<file path="config.mk">
export PLATFORM = sky130hd
export DESIGN_NAME = exc_entry_top
export DESIGN_NICKNAME = d
export VERILOG_FILES = /design/src/rtl/exc_entry_pkg.sv /design/src/rtl/exc_entry_arbiter.sv /design/src/rtl/exc_entry_target.sv /design/src/rtl/exc_entry_top.sv
export SDC_FILE = /design/constraint.sdc
export NUM_CORES = 1
export LEC_CHECK = 0
export BUFFER_PORTS_ARGS = -buffer_cell sky130_fd_sc_hd__buf_4
export CAP_MARGIN = 10
export CORE_MARGIN = 8
export CORE_UTILIZATION = 50
export DETAILED_ROUTE_END_ITERATION = 6
export HOLD_SLACK_MARGIN = 0.08
export PLACE_DENSITY = 0.83
export SYNTH_ARGS = -nofsm -noshare
export SYNTH_HDL_FRONTEND = slang
export SYNTH_SLANG_ARGS = --single-unit
</file>
<file path="constraint.sdc">
create_clock -name clk -period 4.4 [get_ports clk]
set_input_delay 0.66 -clock clk [delete_from_list [all_inputs] [get_ports clk]]
set_output_delay 0.66 -clock clk [all_outputs]
set_load 0.05 [all_outputs]
</file>
<file path="src/rtl/exc_entry_pkg.sv">
package exc_entry_pkg;
    parameter int unsigned XLEN   = 32;
    parameter int unsigned CODE_W = 12;
    parameter int unsigned MASK_W = 4;

    localparam int SR_MD = 30;
    localparam int SR_RB = 29;
    localparam int SR_BL = 28;
    localparam int SR_FD = 15;
    localparam int SR_IM = 4;

    localparam logic [CODE_W-1:0] C_RESET   = 12'h000;
    localparam logic [CODE_W-1:0] C_MANRST  = 12'h020;
    localparam logic [CODE_W-1:0] C_MULTI   = 12'h140;
    localparam logic [CODE_W-1:0] C_TLBR    = 12'h040;
    localparam logic [CODE_W-1:0] C_TLBW    = 12'h060;
    localparam logic [CODE_W-1:0] C_TRAP    = 12'h160;
    localparam logic [CODE_W-1:0] C_UBREAK  = 12'h1E0;

    typedef enum logic [1:0] {ENT_NONE, ENT_EXC, ENT_IRQ} ent_kind_e;
    typedef enum logic [1:0] {TGT_RESET, TGT_TLB, TGT_GEN, TGT_IRQ} tgt_e;

    typedef struct packed {
        ent_kind_e         kind;
        logic [CODE_W-1:0] code;
    } ent_dec_t;

    function automatic tgt_e classify(input ent_dec_t d);
        if (d.kind == ENT_IRQ) return TGT_IRQ;
        if (d.code == C_RESET || d.code == C_MANRST || d.code == C_MULTI) return TGT_RESET;
        if (d.code == C_TLBR || d.code == C_TLBW) return TGT_TLB;
        return TGT_GEN;
    endfunction
endpackage

</file>
<file path="src/rtl/exc_entry_arbiter.sv">
module exc_entry_arbiter
    import exc_entry_pkg::*;
(
    input  logic              exc_valid,
    input  logic [CODE_W-1:0] exc_code,
    input  logic              irq_req,
    input  logic              in_sleep,
    input  logic              blocked,
    input  logic              vec_valid,
    input  logic [CODE_W-1:0] vec,
    output ent_dec_t          dec
);
    always_comb begin
        dec.kind = ENT_NONE;
        dec.code = '0;
        if (exc_valid) begin
            dec.kind = ENT_EXC;
            dec.code = (blocked && exc_code != C_UBREAK) ? C_RESET : exc_code;
        end else if (irq_req && (!blocked || in_sleep) && vec_valid) begin
            dec.kind = ENT_IRQ;
            dec.code = vec;
        end
    end
endmodule

</file>
<file path="src/rtl/exc_entry_target.sv">
module exc_entry_target
    import exc_entry_pkg::*;
#(
    parameter logic [XLEN-1:0] RESET_PC = 32'hA000_0000,
    parameter logic [XLEN-1:0] OFF_GEN  = 32'h0000_0100,
    parameter logic [XLEN-1:0] OFF_TLB  = 32'h0000_0400,
    parameter logic [XLEN-1:0] OFF_IRQ  = 32'h0000_0600,
    parameter int unsigned     INSN_B   = 2
) (
    input  ent_dec_t          dec,
    input  logic [XLEN-1:0]   sr,
    input  logic [XLEN-1:0]   pc,
    input  logic [XLEN-1:0]   vbr,
    input  logic              in_dslot,
    output logic [XLEN-1:0]   nxt_pc,
    output logic [XLEN-1:0]   nxt_sr,
    output logic [XLEN-1:0]   nxt_spc
);
    localparam logic [XLEN-1:0] STEP = XLEN'(INSN_B);
    tgt_e tgt;

    always_comb begin
        tgt = classify(dec);
        nxt_sr = sr;
        nxt_sr[SR_BL] = 1'b1;
        nxt_sr[SR_MD] = 1'b1;
        nxt_sr[SR_RB] = 1'b1;
        nxt_spc = pc;
        if (in_dslot) nxt_spc = nxt_spc - STEP;
        if (dec.kind == ENT_EXC && dec.code == C_TRAP) nxt_spc = nxt_spc + STEP;
        unique case (tgt)
            TGT_RESET: begin
                nxt_pc = RESET_PC;
                nxt_sr[SR_FD] = 1'b0;
                nxt_sr[SR_IM +: MASK_W] = '1;
            end
            TGT_TLB:  nxt_pc = vbr + OFF_TLB;
            TGT_IRQ:  nxt_pc = vbr + OFF_IRQ;
            default:  nxt_pc = vbr + OFF_GEN;
        endcase
    end
endmodule

</file>
<file path="src/rtl/exc_entry_top.sv">
module exc_entry_top
    import exc_entry_pkg::*;
#(
    parameter logic [XLEN-1:0] RESET_PC = 32'hA000_0000
) (
    input  logic              clk,
    input  logic              rst,
    input  logic              exc_valid,
    input  logic [CODE_W-1:0] exc_code,
    input  logic              irq_req,
    input  logic              in_sleep,
    input  logic              in_dslot,
    input  logic [XLEN-1:0]   sr_in,
    input  logic [XLEN-1:0]   pc_in,
    input  logic [XLEN-1:0]   r15_in,
    input  logic [XLEN-1:0]   vbr_in,
    output logic [MASK_W-1:0] irq_level,
    input  logic              irq_vec_valid,
    input  logic [CODE_W-1:0] irq_vec,
    output logic              done,
    output logic [XLEN-1:0]   pc_out,
    output logic [XLEN-1:0]   sr_out,
    output logic [XLEN-1:0]   ssr_out,
    output logic [XLEN-1:0]   spc_out,
    output logic [XLEN-1:0]   sgr_out,
    output logic [CODE_W-1:0] expevt_out,
    output logic [CODE_W-1:0] intevt_out
);
    ent_dec_t        dec;
    logic [XLEN-1:0] nxt_pc, nxt_sr, nxt_spc;

    assign irq_level = sr_in[SR_IM +: MASK_W];

    exc_entry_arbiter u_arb (
        .exc_valid (exc_valid),
        .exc_code  (exc_code),
        .irq_req   (irq_req),
        .in_sleep  (in_sleep),
        .blocked   (sr_in[SR_BL]),
        .vec_valid (irq_vec_valid),
        .vec       (irq_vec),
        .dec       (dec)
    );

    exc_entry_target #(.RESET_PC(RESET_PC)) u_tgt (
        .dec      (dec),
        .sr       (sr_in),
        .pc       (pc_in),
        .vbr      (vbr_in),
        .in_dslot (in_dslot),
        .nxt_pc   (nxt_pc),
        .nxt_sr   (nxt_sr),
        .nxt_spc  (nxt_spc)
    );

    always_ff @(posedge clk) begin
        if (rst) begin
            done       <= 1'b0;
            pc_out     <= '0;
            sr_out     <= '0;
            ssr_out    <= '0;
            spc_out    <= '0;
            sgr_out    <= '0;
            expevt_out <= '0;
            intevt_out <= '0;
        end else begin
            done <= (dec.kind != ENT_NONE);
            if (dec.kind != ENT_NONE) begin
                pc_out  <= nxt_pc;
                sr_out  <= nxt_sr;
                ssr_out <= sr_in;
                spc_out <= nxt_spc;
                sgr_out <= r15_in;
            end
            if (dec.kind == ENT_EXC) expevt_out <= dec.code;
            if (dec.kind == ENT_IRQ) intevt_out <= dec.code;
        end
    end
endmodule

</file>
==> metrics.txt, run 1 <==
final hold slack=0.433 ns; vias in the first global route=9,266; #FFs+latches synth=159; Max VDD drop=0.274 mV; Wirelength per Cell=18.9 µm; Fin Clk Skew=0 ns; GRT Total Usage=0.278; Warnings, synthesis=0; DRT iter0 DRCs=674; clk slew on worst S/H paths=0.07 ns; die area=0.0222 mm²; core box area=0.0173 mm²; Detail Placement HPWL=24,200 µm; Max FO, Critical Path=10; Final Routed Wirelength=31,900 µm; Post-synth EDFFs=0; register share of total power=0.375; largest net degree at the start of global routing=97; Sw Pwr=1480 µW; hold buffer count at cts=0; ranking of synthesized cells by area=dfxtp_1 (36%), nand2_1 (11%), a21oi_1 (7.0%); Syn Nets=1,345; post-synth top area share=0.360; Port Buffers=347; DRT antenna net count=0; area leader, netlist=dfxtp_1; Synth async-reset ratio=0; CP Launch Type=input pin; Max Root-Sink Buffers=2; period utilization=0.759; clock share of power=0.361; CTS tree=built; Slew headroom=0.306; chip width=149 µm; Final Max Tran Viols=0; register area share after synthesis=0.360; hold violation total from the final report=0; RSZ-0062 raised after global routing=no; via count=9,549; routed vias/inst=5.65; kind of end point of the critical path=flop; critical path type=input pin to flop; Sinks on Clock Net=159; synth cell count leaders=nand2_1 (252), dfxtp_1 (159), a21oi_1 (123); die height=149 µm; gp weighted congestion=0.973; layout cells sized above 1=0.287; average size of a mapped cell=7.51 µm²; total grt overflow=0; Antenna diodes=0; final net count=1,618; fill cell count=1,446; Data required, critical path=4.77 ns; CTS Buf Count=17; Yosys cell types=77; sw frac=0.349; Highest Clock Rate=300 MHz; Power Dens Cells=355 mW/mm²; leakage power=0.00502 µW; Max H-tree Level=4; setup bufs post-CTS=0; max-capacitance violation count=0; Post-synth top flop=dfxtp_1; combinational fraction of design power=0.264; fin crit period=3.34 ns; Min-Delay Path Class=input pin to flop; final setup violation count=0; worst-skew pair later-pin latency=0.43 ns; status=finished, final reports clean; cell area after synthesis=0.00885 mm²; Internal Power=2760 µW; initial antenna violation count=1; site row count=48; First-pass DRT Iterations=5; worst slew pin tran=1.04 ns; Resize count post-CTS=0; # IOs=348; Layout area overhead=34.8%; Starting Density=0.512; critical path arrival=3.71 ns; Reg2Reg Setup Slack=3.53 ns; first-pass GRT wire length=49,900 µm; setup TNS=0 ns; Residual DRC=0; CTS Root Cell=clkbuf_16; Post-Syn Instances=1,179; top-count cell post-synth=nand2_1
[through the flow]
step	total power (µW)	cells	cell area, µm²	utilization	setup slack (ns)
floorplan	2340	1179	8850	-	1.01
global placement	2720	1658	11300	0.655	0.668
detailed placement	2740	1658	11300	0.655	0.621
CTS	4260	1690	11900	0.690	1.07
global route	4410	1690	11900	0.690	0.804
finish	4240	1690	11900	0.690	1.06
[cells by family (layout without fill, tap and decap cells)]
logic type | after synthesis | count (layout) | share of synthesized area
adder cells (fa/ha/maj) | 7 | 7 | 0.00989
multiplexers | 8 | 8 | 0.00933
flip-flops | 159 | 159 | 0.360
AO/OA/AOI/OAI | 281 | 281 | 0.199
buffers and inverters | 121 | 407 | 0.0678
XOR/XNOR | 71 | 71 | 0.0702
AND/OR/NAND/NOR | 532 | 532 | 0.284
[power groups by stage]
stage          Clock (µW)  Combinational (µW)  Sequential [µW]
2_1_floorplan           0                 401             1940
3_3_place_gp            0                1100             1620
3_5_place_dp            0                1110             1620
4_1_cts              1550                1120             1590
5_1_grt              1620                1180             1600
6_report             1530                1120             1590
[area by class of cell]
class                      count  area [µm²]  area share
sequential                   159        3180       0.267
clock buffer                  17         425      0.0357
timing repair buffer         365        2740       0.230
tap                          225         282      0.0236
multi-input combinational    899        5090       0.426
inverter                      10        37.5     0.00315
clock inverter                15         179      0.0150
[layer usage]
| layer | wire, µm | share of wire | GRT usage | vias up |
|---|---|---|---|---|
| met2 | 15800 | 0.49 | 0.468 | 418 |
| li1 | - | - | - | 4649 |
| met1 | 12300 | 0.39 | 0.322 | 4403 |
| met5 | 13 | 0.00041 | 0 | - |
| met3 | 2680 | 0.084 | 0.0813 | 77 |
| met4 | 1090 | 0.034 | 0.122 | 2 |
[worst paths after layout]
check | end | cells past startpoint | start
max | spc_out[31]$_SDFFE_PP0P_ | 9 | pc_in[11]
max reg2reg | pc_out[28]$_SDFFE_PP0P_ | 2 | pc_out[28]$_SDFFE_PP0P_
min reg2reg | spc_out[20]$_SDFFE_PP0P_ | 2 | spc_out[20]$_SDFFE_PP0P_
min | pc_out[6]$_SDFFE_PP0P_ | 2 | vbr_in[6]
[cells in the final DEF, fill, tap and decap left out, types with 7 or more instances in the layout]
cell type | netlist | layout
a211oi_1 | 10 | 10
a21oi_1 | 123 | 123
a22o_1 | 10 | 10
a22oi_1 | 14 | 14
a31oi_1 | 13 | 13
and3_1 | 9 | 9
buf_4 | 32 | 365
clkbuf_16 | 0 | 17
dfxtp_1 | 159 | 159
ha_1 | 7 | 7
inv_1 | 10 | 10
nand2_1 | 252 | 252
nand2b_1 | 12 | 12
nand3_1 | 29 | 29
nand3b_1 | 10 | 10
nand4_1 | 16 | 16
nor2_1 | 91 | 89
nor2b_1 | 15 | 15
nor3_1 | 33 | 32
nor4_1 | 14 | 14
o211ai_1 | 9 | 9
o21ai_0 | 31 | 31
o21ai_1 | 12 | 12
o31ai_1 | 8 | 8
or3_1 | 9 | 9
or4_1 | 11 | 11
xnor2_1 | 51 | 51
xor2_1 | 20 | 20
[flip-flops by register name (all words and copies together), names as in the netlist]
signal,flops
done,1
expevt_out,12
intevt_out,12
pc_out,32
sgr_out,32
spc_out,32
sr_out,30
ssr_out,8
[worst max-delay path: stages]
cell and delay [ns]:
buf_4 0.13, or4_1 0.69, nor4_2 0.46, nor4b_1 0.29, o21ai_0 0.21, a211oi_4 0.48
nand3_2 0.16, or4_1 0.53, nand3_1 0.10
Note: power is estimated with default switching activity, not from simulation.
==> inputs of run 2 (changes only) <==
Settings changed: CORE_UTILIZATION 50 to 45, PLACE_DENSITY 0.83 to 0.79.
Clock period 4.4 ns to 2.86 ns, I/O delays scaled along.
==> run 2 against run 1 <==
Utilization is 2.6 points lower. Die area grew 9.9%. Via count rose by 7.1%. Total power is 55% higher. First-iteration DRC count grew 6.7%. Sequential share of layout area fell by 2.0 points. Non-clock buffer count grew 107. Critical endpoint is now spc_out[29]$_SDFFE_PP0P_.
==> metrics.txt, run 2 (same netlist as run 1, synthesis figures left out) <==
First-pass DRT Iterations=5 (unchanged); critical path arrival=3.03 ns (was 3.71 ns); final setup violation count=0 (unchanged); fin crit period=2.71 ns; first-pass GRT wire length=53,500 µm (was 49,900 µm); Resize count post-CTS=0 (unchanged); Reg area=0.00318 mm² (unchanged); Data required, critical path=3.18 ns (was 4.77 ns); routed vias/inst=5.57 (was 5.65); Max FO, Critical Path=7 (was 10); Sinks on Clock Net=159 (unchanged); largest net degree at the start of global routing=72 (was 97); via count=10,200 (was 9,549); hold buffer count at cts=0 (unchanged); max-capacitance violation count=0 (unchanged); fill cell count=1,691 (was 1,446); Reg2Reg Setup Slack=1.99 ns (was 3.53 ns); setup ws final=0.148 ns (was 1.06 ns); # IOs=348 (unchanged); slowest cell delay on critical path=0.62 ns (was 0.69 ns); Post-Place Setup Slack=-0.285 ns (was 0.621 ns); FF-to-FF path depth=2 (unchanged); Wirelength per Cell=19.0 µm (was 18.9 µm); Final Routed Wirelength=34,900 µm (was 31,900 µm); critical path type=input pin to flop (unchanged); Max Root-Sink Buffers=2 (unchanged); end of the worst register-to-register path=pc_out[30]$_SDFFE_PP0P_ (was pc_out[28]$_SDFFE_PP0P_); status=finished, final reports clean (unchanged); vias in the first global route=9,873 (was 9,266); worst-skew pair later-pin latency=0.43 ns (about the same); die area=0.0244 mm² (was 0.0222 mm²); gp weighted congestion=0.963 (was 0.973); Power Dens Cells=512 mW/mm² (was 355 mW/mm²); setup TNS=0 ns (unchanged); CP Launch Type=input pin (unchanged); Residual DRC=0 (unchanged); Slew headroom=0.480 (was 0.306); worst slew pin tran=0.778 ns (was 1.04 ns); RSZ-0062 raised after global routing=no (unchanged); Port Buffers=347 (unchanged); Finished Core Util=0.664 (was 0.690); DRT antenna net count=0 (unchanged); CTS Buf Count=17 (unchanged); site row count=51 (was 48); layout cells sized above 1=0.340 (was 0.287); Starting Density=0.456 (was 0.512); Detail Placement HPWL=27,200 µm (was 24,200 µm); FF-to-FF Start=pc_out[30]$_SDFFE_PP0P_ (was pc_out[28]$_SDFFE_PP0P_); Final Max Tran Viols=0 (unchanged); CTS Root Cell=clkbuf_16 (unchanged); Min-Delay Path Class=input pin to flop (unchanged); Highest Clock Rate=369 MHz; chip width=156 µm (was 149 µm); total grt overflow=0 (unchanged); leakage power=0.00555 µW (was 0.00502 µW); final instance area=0.0129 mm² (was 0.0119 mm²); Max VDD drop=0.422 mV (was 0.274 mV); GRT Total Usage=0.274 (was 0.278); Hold Crit Endpoint=pc_out[5]$_SDFFE_PP0P_ (was pc_out[6]$_SDFFE_PP0P_); kind of end point of the critical path=flop (unchanged); DRT iter0 DRCs=719 (was 674); Hold Startpoint=vbr_in[5] (was vbr_in[6]); Multi-input gate area=0.00515 mm² (was 0.00509 mm²); die height=156 µm (was 149 µm); clk slew on worst S/H paths=0.07 ns (about the same); initial antenna violation count=0 (was 1); core box area=0.0194 mm² (was 0.0173 mm²); final net count=1,725 (was 1,618); Worst path slowest cell=or4_1 (unchanged); commonest non-fill, non-tap cells in the layout=buf_4 (468), nand2_1 (252), dfxtp_1 (159) (was buf_4 (365), nand2_1 (252), dfxtp_1 (159)); Fin Clk Skew=0 ns (unchanged); most frequent cell on the critical path=buf_4 (was or4_1); Antenna diodes=0 (unchanged); CTS tree=built (unchanged); Layout area overhead=45.5% (was 34.8%); setup bufs post-CTS=0 (unchanged); dpl cell area=0.0123 mm² (was 0.0113 mm²); commonest non-fill, non-tap cell in the layout=buf_4 (unchanged); hold violation total from the final report=0 (unchanged); Hold Path Depth=2 (unchanged); Top Registers=pc_out: 32 flops, sgr_out: 32 flops, spc_out: 32 flops (unchanged); critical-path cell list=buf_4 > or4b_4 > or3_1 > and2_1 > or4_1 > buf_4 > nor3_1 > a31oi_1 > mux2i_1 > nand3_1 (was buf_4 > or4_1 > nor4_2 > nor4b_1 > o21ai_0 > a211oi_4 > nand3_2 > or4_1 > nand3_1); period utilization=0.948; Max H-tree Level=4 (unchanged)
[run 2: changes by cell type in the layout (fill, tap and decap cells not counted), sizes merged]
cell and change:
buf +107, clkbuf +2, clkinvlp +2, clkinv -4
[run 2: layout make-up]
cell class / instances / area share
clock buffer: 19 / 0.0336
multi-input combinational: 899 / 0.400
clock inverter: 13 / 0.0118
sequential: 159 / 0.247
tap: 265 / 0.0258
inverter: 10 / 0.00292
timing repair buffer: 472 / 0.279
[run 2: worst max-delay path, delay by kind of cell]
kind            cells  cell delay, ns
mux                 1            0.15
compound gates      1            0.13
simple gates        6            2.00
buf+inv             2            0.32
[run 2: layer usage]
metal | up-vias | wire length [µm] | global-route usage
met5 | - | 0 | 0
met4 | 0 | 1660 | 0.142
met3 | 87 | 3040 | 0.0703
met2 | 502 | 16500 | 0.458
met1 | 4775 | 13700 | 0.318
li1 | 4863 | - | -
[run 2: where the power goes]
group | switching, µW | leakage (µW) | total [µW] | internal, µW
sequential | 92.1 | 0.00131 | 2450 | 2360
combinational | 1200 | 0.00397 | 1830 | 634
clock | 1000 | 0.000272 | 2300 | 1300
total | 2290 | 0.00555 | 6590 | 4300
[run 2: how the worst max path moves through the flow]
stage	from	cells after the start	slack (ns)	to
6_report	pc_in[1]	10	0.15	spc_out[29]$_SDFFE_PP0P_
5_1_grt	pc_in[1]	11	0.01	spc_out[31]$_SDFFE_PP0P_
4_1_cts	pc_in[1]	10	0.15	spc_out[29]$_SDFFE_PP0P_
3_5_place_dp	pc_in[1]	9	-0.28	spc_out[25]$_SDFFE_PP0P_
3_3_place_gp	pc_in[1]	9	-0.26	spc_out[25]$_SDFFE_PP0P_
2_1_floorplan	pc_in[7]	10	-0.12	spc_out[31]$_SDFFE_PP0P_
[run 2: metrics by stage]
| step | total power (µW) | hold slack [ns] | cells |
|---|---|---|---|
| 4_1_cts | 6610 | 0.192 | 1837 |
| 6_report | 6590 | 0.196 | 1837 |
| 3_3_place_gp | 4300 | 0.434 | 1805 |
| 5_1_grt | 6820 | 0.193 | 1837 |
| 2_1_floorplan | 3610 | 0.555 | 1179 |
| 3_5_place_dp | 4320 | 0.444 | 1805 |
==> inputs of run 3 (changes only) <==
Settings changed: CELL_PAD_IN_SITES_DETAIL_PLACEMENT from default to 1, CELL_PAD_IN_SITES_GLOBAL_PLACEMENT from default to 2, CORE_UTILIZATION 45 to 24, PLACE_DENSITY 0.79 to 0.78.
Clock period 2.86 ns to 2.31 ns, I/O delays scaled along.
==> run 3 against run 2 <==
The flow now finishes with violations (setup timing). Global-route usage shrank 9.3 points. Utilization shrank 27 points. Cell count grew 15%. Via count grew 1.7%.
==> metrics.txt, run 3 (same netlist as run 1, synthesis figures left out) <==
status=finished, violations left (was finished, final reports clean); failing checks=setup timing; CTS Buf Count=17 (unchanged); Power Dens Cells=591 mW/mm² (was 512 mW/mm²); total chip power=8420 µW (was 6590 µW); Finished Core Util=0.391 (was 0.664); critical path type=input pin to flop (unchanged); Highest Clock Rate=388 MHz; Starting Density=0.243 (was 0.456); Layout area overhead=61.0% (was 45.5%); Hold Startpoint=vbr_in[0] (was vbr_in[5]); final net count=1,805 (was 1,725); FF-to-FF path depth=2 (unchanged); register share of total power=0.360 (was 0.372); die height=208 µm (was 156 µm); worst-skew pair later-pin latency=0.44 ns (was 0.43 ns); fill cell count=4,428 (was 1,691); FF-to-FF Start=pc_out[28]$_SDFFE_PP0P_ (was pc_out[30]$_SDFFE_PP0P_); DRT iter0 DRCs=412 (was 719); Sw Pwr=2940 µW (was 2290 µW); Hold Path Depth=2 (unchanged); via count=10,400 (was 10,200); CTS tree=built (unchanged); layout cells sized above 1=0.401 (was 0.340); total grt overflow=0 (unchanged); fin crit period=2.58 ns; combinational fraction of design power=0.284 (was 0.278); Min-Delay Path Class=input pin to flop (unchanged); # IOs=348 (unchanged); Worst path slowest cell=or4b_4 (was or4_1); Sinks on Clock Net=159 (unchanged); final setup violation count=23 (was 0); GRT Total Usage=0.181 (was 0.274); Max Root-Sink Buffers=2 (unchanged); slowest cell delay on critical path=0.54 ns (was 0.62 ns); critical-path cell list=buf_6 > or4b_4 > or3_4 > and2_4 > or4_4 > or3_4 > nor4b_4 > xnor2_1 > o21ai_1 (was buf_4 > or4b_4 > or3_1 > and2_1 > or4_1 > buf_4 > nor3_1 > a31oi_1 > mux2i_1 > nand3_1); First-pass DRT Iterations=4 (was 5); fin cells=2,120 (was 1,837); leakage power=0.00618 µW (was 0.00555 µW); core box area=0.0364 mm² (was 0.0194 mm²); CTS Root Cell=clkbuf_16 (unchanged); Slew headroom=0.564 (was 0.480); setup ws final=-0.265 ns (was 0.148 ns); most frequent cell on the critical path=or3_4 (was buf_4); Data required, critical path=2.64 ns (was 3.18 ns); hold violation total from the final report=0 (unchanged); DP Cell Count=2,066 (was 1,805); Internal Power=5480 µW (was 4300 µW); period utilization=1.11; DRT antenna net count=0 (unchanged); vias in the first global route=11,000 (was 9,873); commonest non-fill, non-tap cell in the layout=buf_4 (unchanged); setup TNS=-3.19 ns (was 0 ns); chip width=208 µm (was 156 µm); largest net degree at the start of global routing=75 (was 72); Residual DRC=0 (unchanged); gp weighted congestion=0.882 (was 0.963); Fin Clk Skew=0 ns (unchanged); critical path arrival=2.91 ns (was 3.03 ns); Max FO, Critical Path=2 (was 7); hold buffer count at cts=0 (unchanged); Max VDD drop=0.541 mV (was 0.422 mV); Max H-tree Level=4 (unchanged); CP Launch Type=input pin (unchanged); clock share of power=0.356 (was 0.349); site row count=70 (was 51); commonest non-fill, non-tap cells in the layout=buf_4 (522), nand2_1 (249), dfxtp_1 (159) (was buf_4 (468), nand2_1 (252), dfxtp_1 (159)); clk slew on worst S/H paths=0.07 ns (about the same); Top Registers=pc_out: 32 flops, sgr_out: 32 flops, spc_out: 32 flops (unchanged); Final Routed Wirelength=41,000 µm (was 34,900 µm); routed vias/inst=4.91 (was 5.57); sw frac=0.349 (was 0.348); Detail Placement HPWL=31,600 µm (was 27,200 µm); max-capacitance violation count=0 (unchanged); kind of end point of the critical path=flop (unchanged); first-pass GRT wire length=62,900 µm (was 53,500 µm); CP startpoint=pc_in[3] (was pc_in[1]); initial antenna violation count=0 (unchanged); die area=0.0433 mm² (was 0.0244 mm²); RSZ-0062 raised after global routing=yes (was no); Port Buffers=347 (unchanged); Wirelength per Cell=19.3 µm (was 19.0 µm); Final Max Tran Viols=0 (unchanged); Antenna diodes=0 (unchanged); worst slew pin tran=0.654 ns (was 0.778 ns)
## run 3: cell count changes in the layout (fill, tap and decap cells not counted), sizes merged
cell,change
buf,+80
clkbuf,+3
clkinv,+3
inv,-3
clkinvlp,-3
## run 3: power by group through the flow
stage | clock [µW] | sequential [µW] | combinational, µW
2_1_floorplan | 0 | 3700 | 778
3_3_place_gp | 0 | 3090 | 2330
3_5_place_dp | 0 | 3100 | 2370
4_1_cts | 3090 | 3040 | 2400
5_1_grt | 3190 | 3060 | 2540
6_report | 3000 | 3040 | 2390
## run 3: area by class of cell
type / instances / area, µm² / share of cell area
sequential: 159 / 3180 / 0.223
inverter: 10 / 37.5 / 0.00263
clock buffer: 22 / 474 / 0.0333
timing repair buffer: 552 / 4340 / 0.305
tap: 468 / 586 / 0.0411
multi-input combinational: 899 / 5500 / 0.386
clock inverter: 10 / 125 / 0.00878
## run 3: what timing repair did
item | CTS | global route
setup buffers | 12 | 9
cloned | 0 | 1
setup endpoints to repair | 37 | 33
resized for setup | 57 | 32
pin swaps | 31 | 19
## run 3: path summary, 6_finish.rpt
check                                  end  slack [ns]
setup / recovery  spc_out[25]$_SDFFE_PP0P_       -0.27
setup reg to reg   pc_out[28]$_SDFFE_PP0P_        1.47
hold reg to reg   spc_out[21]$_SDFFE_PP0P_        0.45
hold / removal      pc_out[0]$_SDFFE_PP0P_        0.10
## run 3: worst max-delay path: cells and delay by family
family | cells | cell delay, ns
AO/OA/AOI/OAI | 1 | 0.09
XOR/XNOR | 1 | 0.14
buffers and inverters | 1 | 0.09
AND/OR/NAND/NOR | 6 | 2.22
## run 3: metrics by stage
stage	hold WS [ns]	worst slack (ns)	area, µm²
floorplan	0.472	-0.588	9050
global placement	0.439	-0.753	13100
detailed placement	0.445	-0.787	13100
CTS	0.0822	-0.243	14100
global route	0.0884	-0.331	14300
finish	0.104	-0.265	14300
## run 3: layer usage
layer	up-vias	track usage	share of wire
li1	5014	-	-
met5	-	0	0
met3	44	0.0352	0.033
met2	236	0.336	0.53
met4	0	0.0455	0.017
met1	5105	0.209	0.42
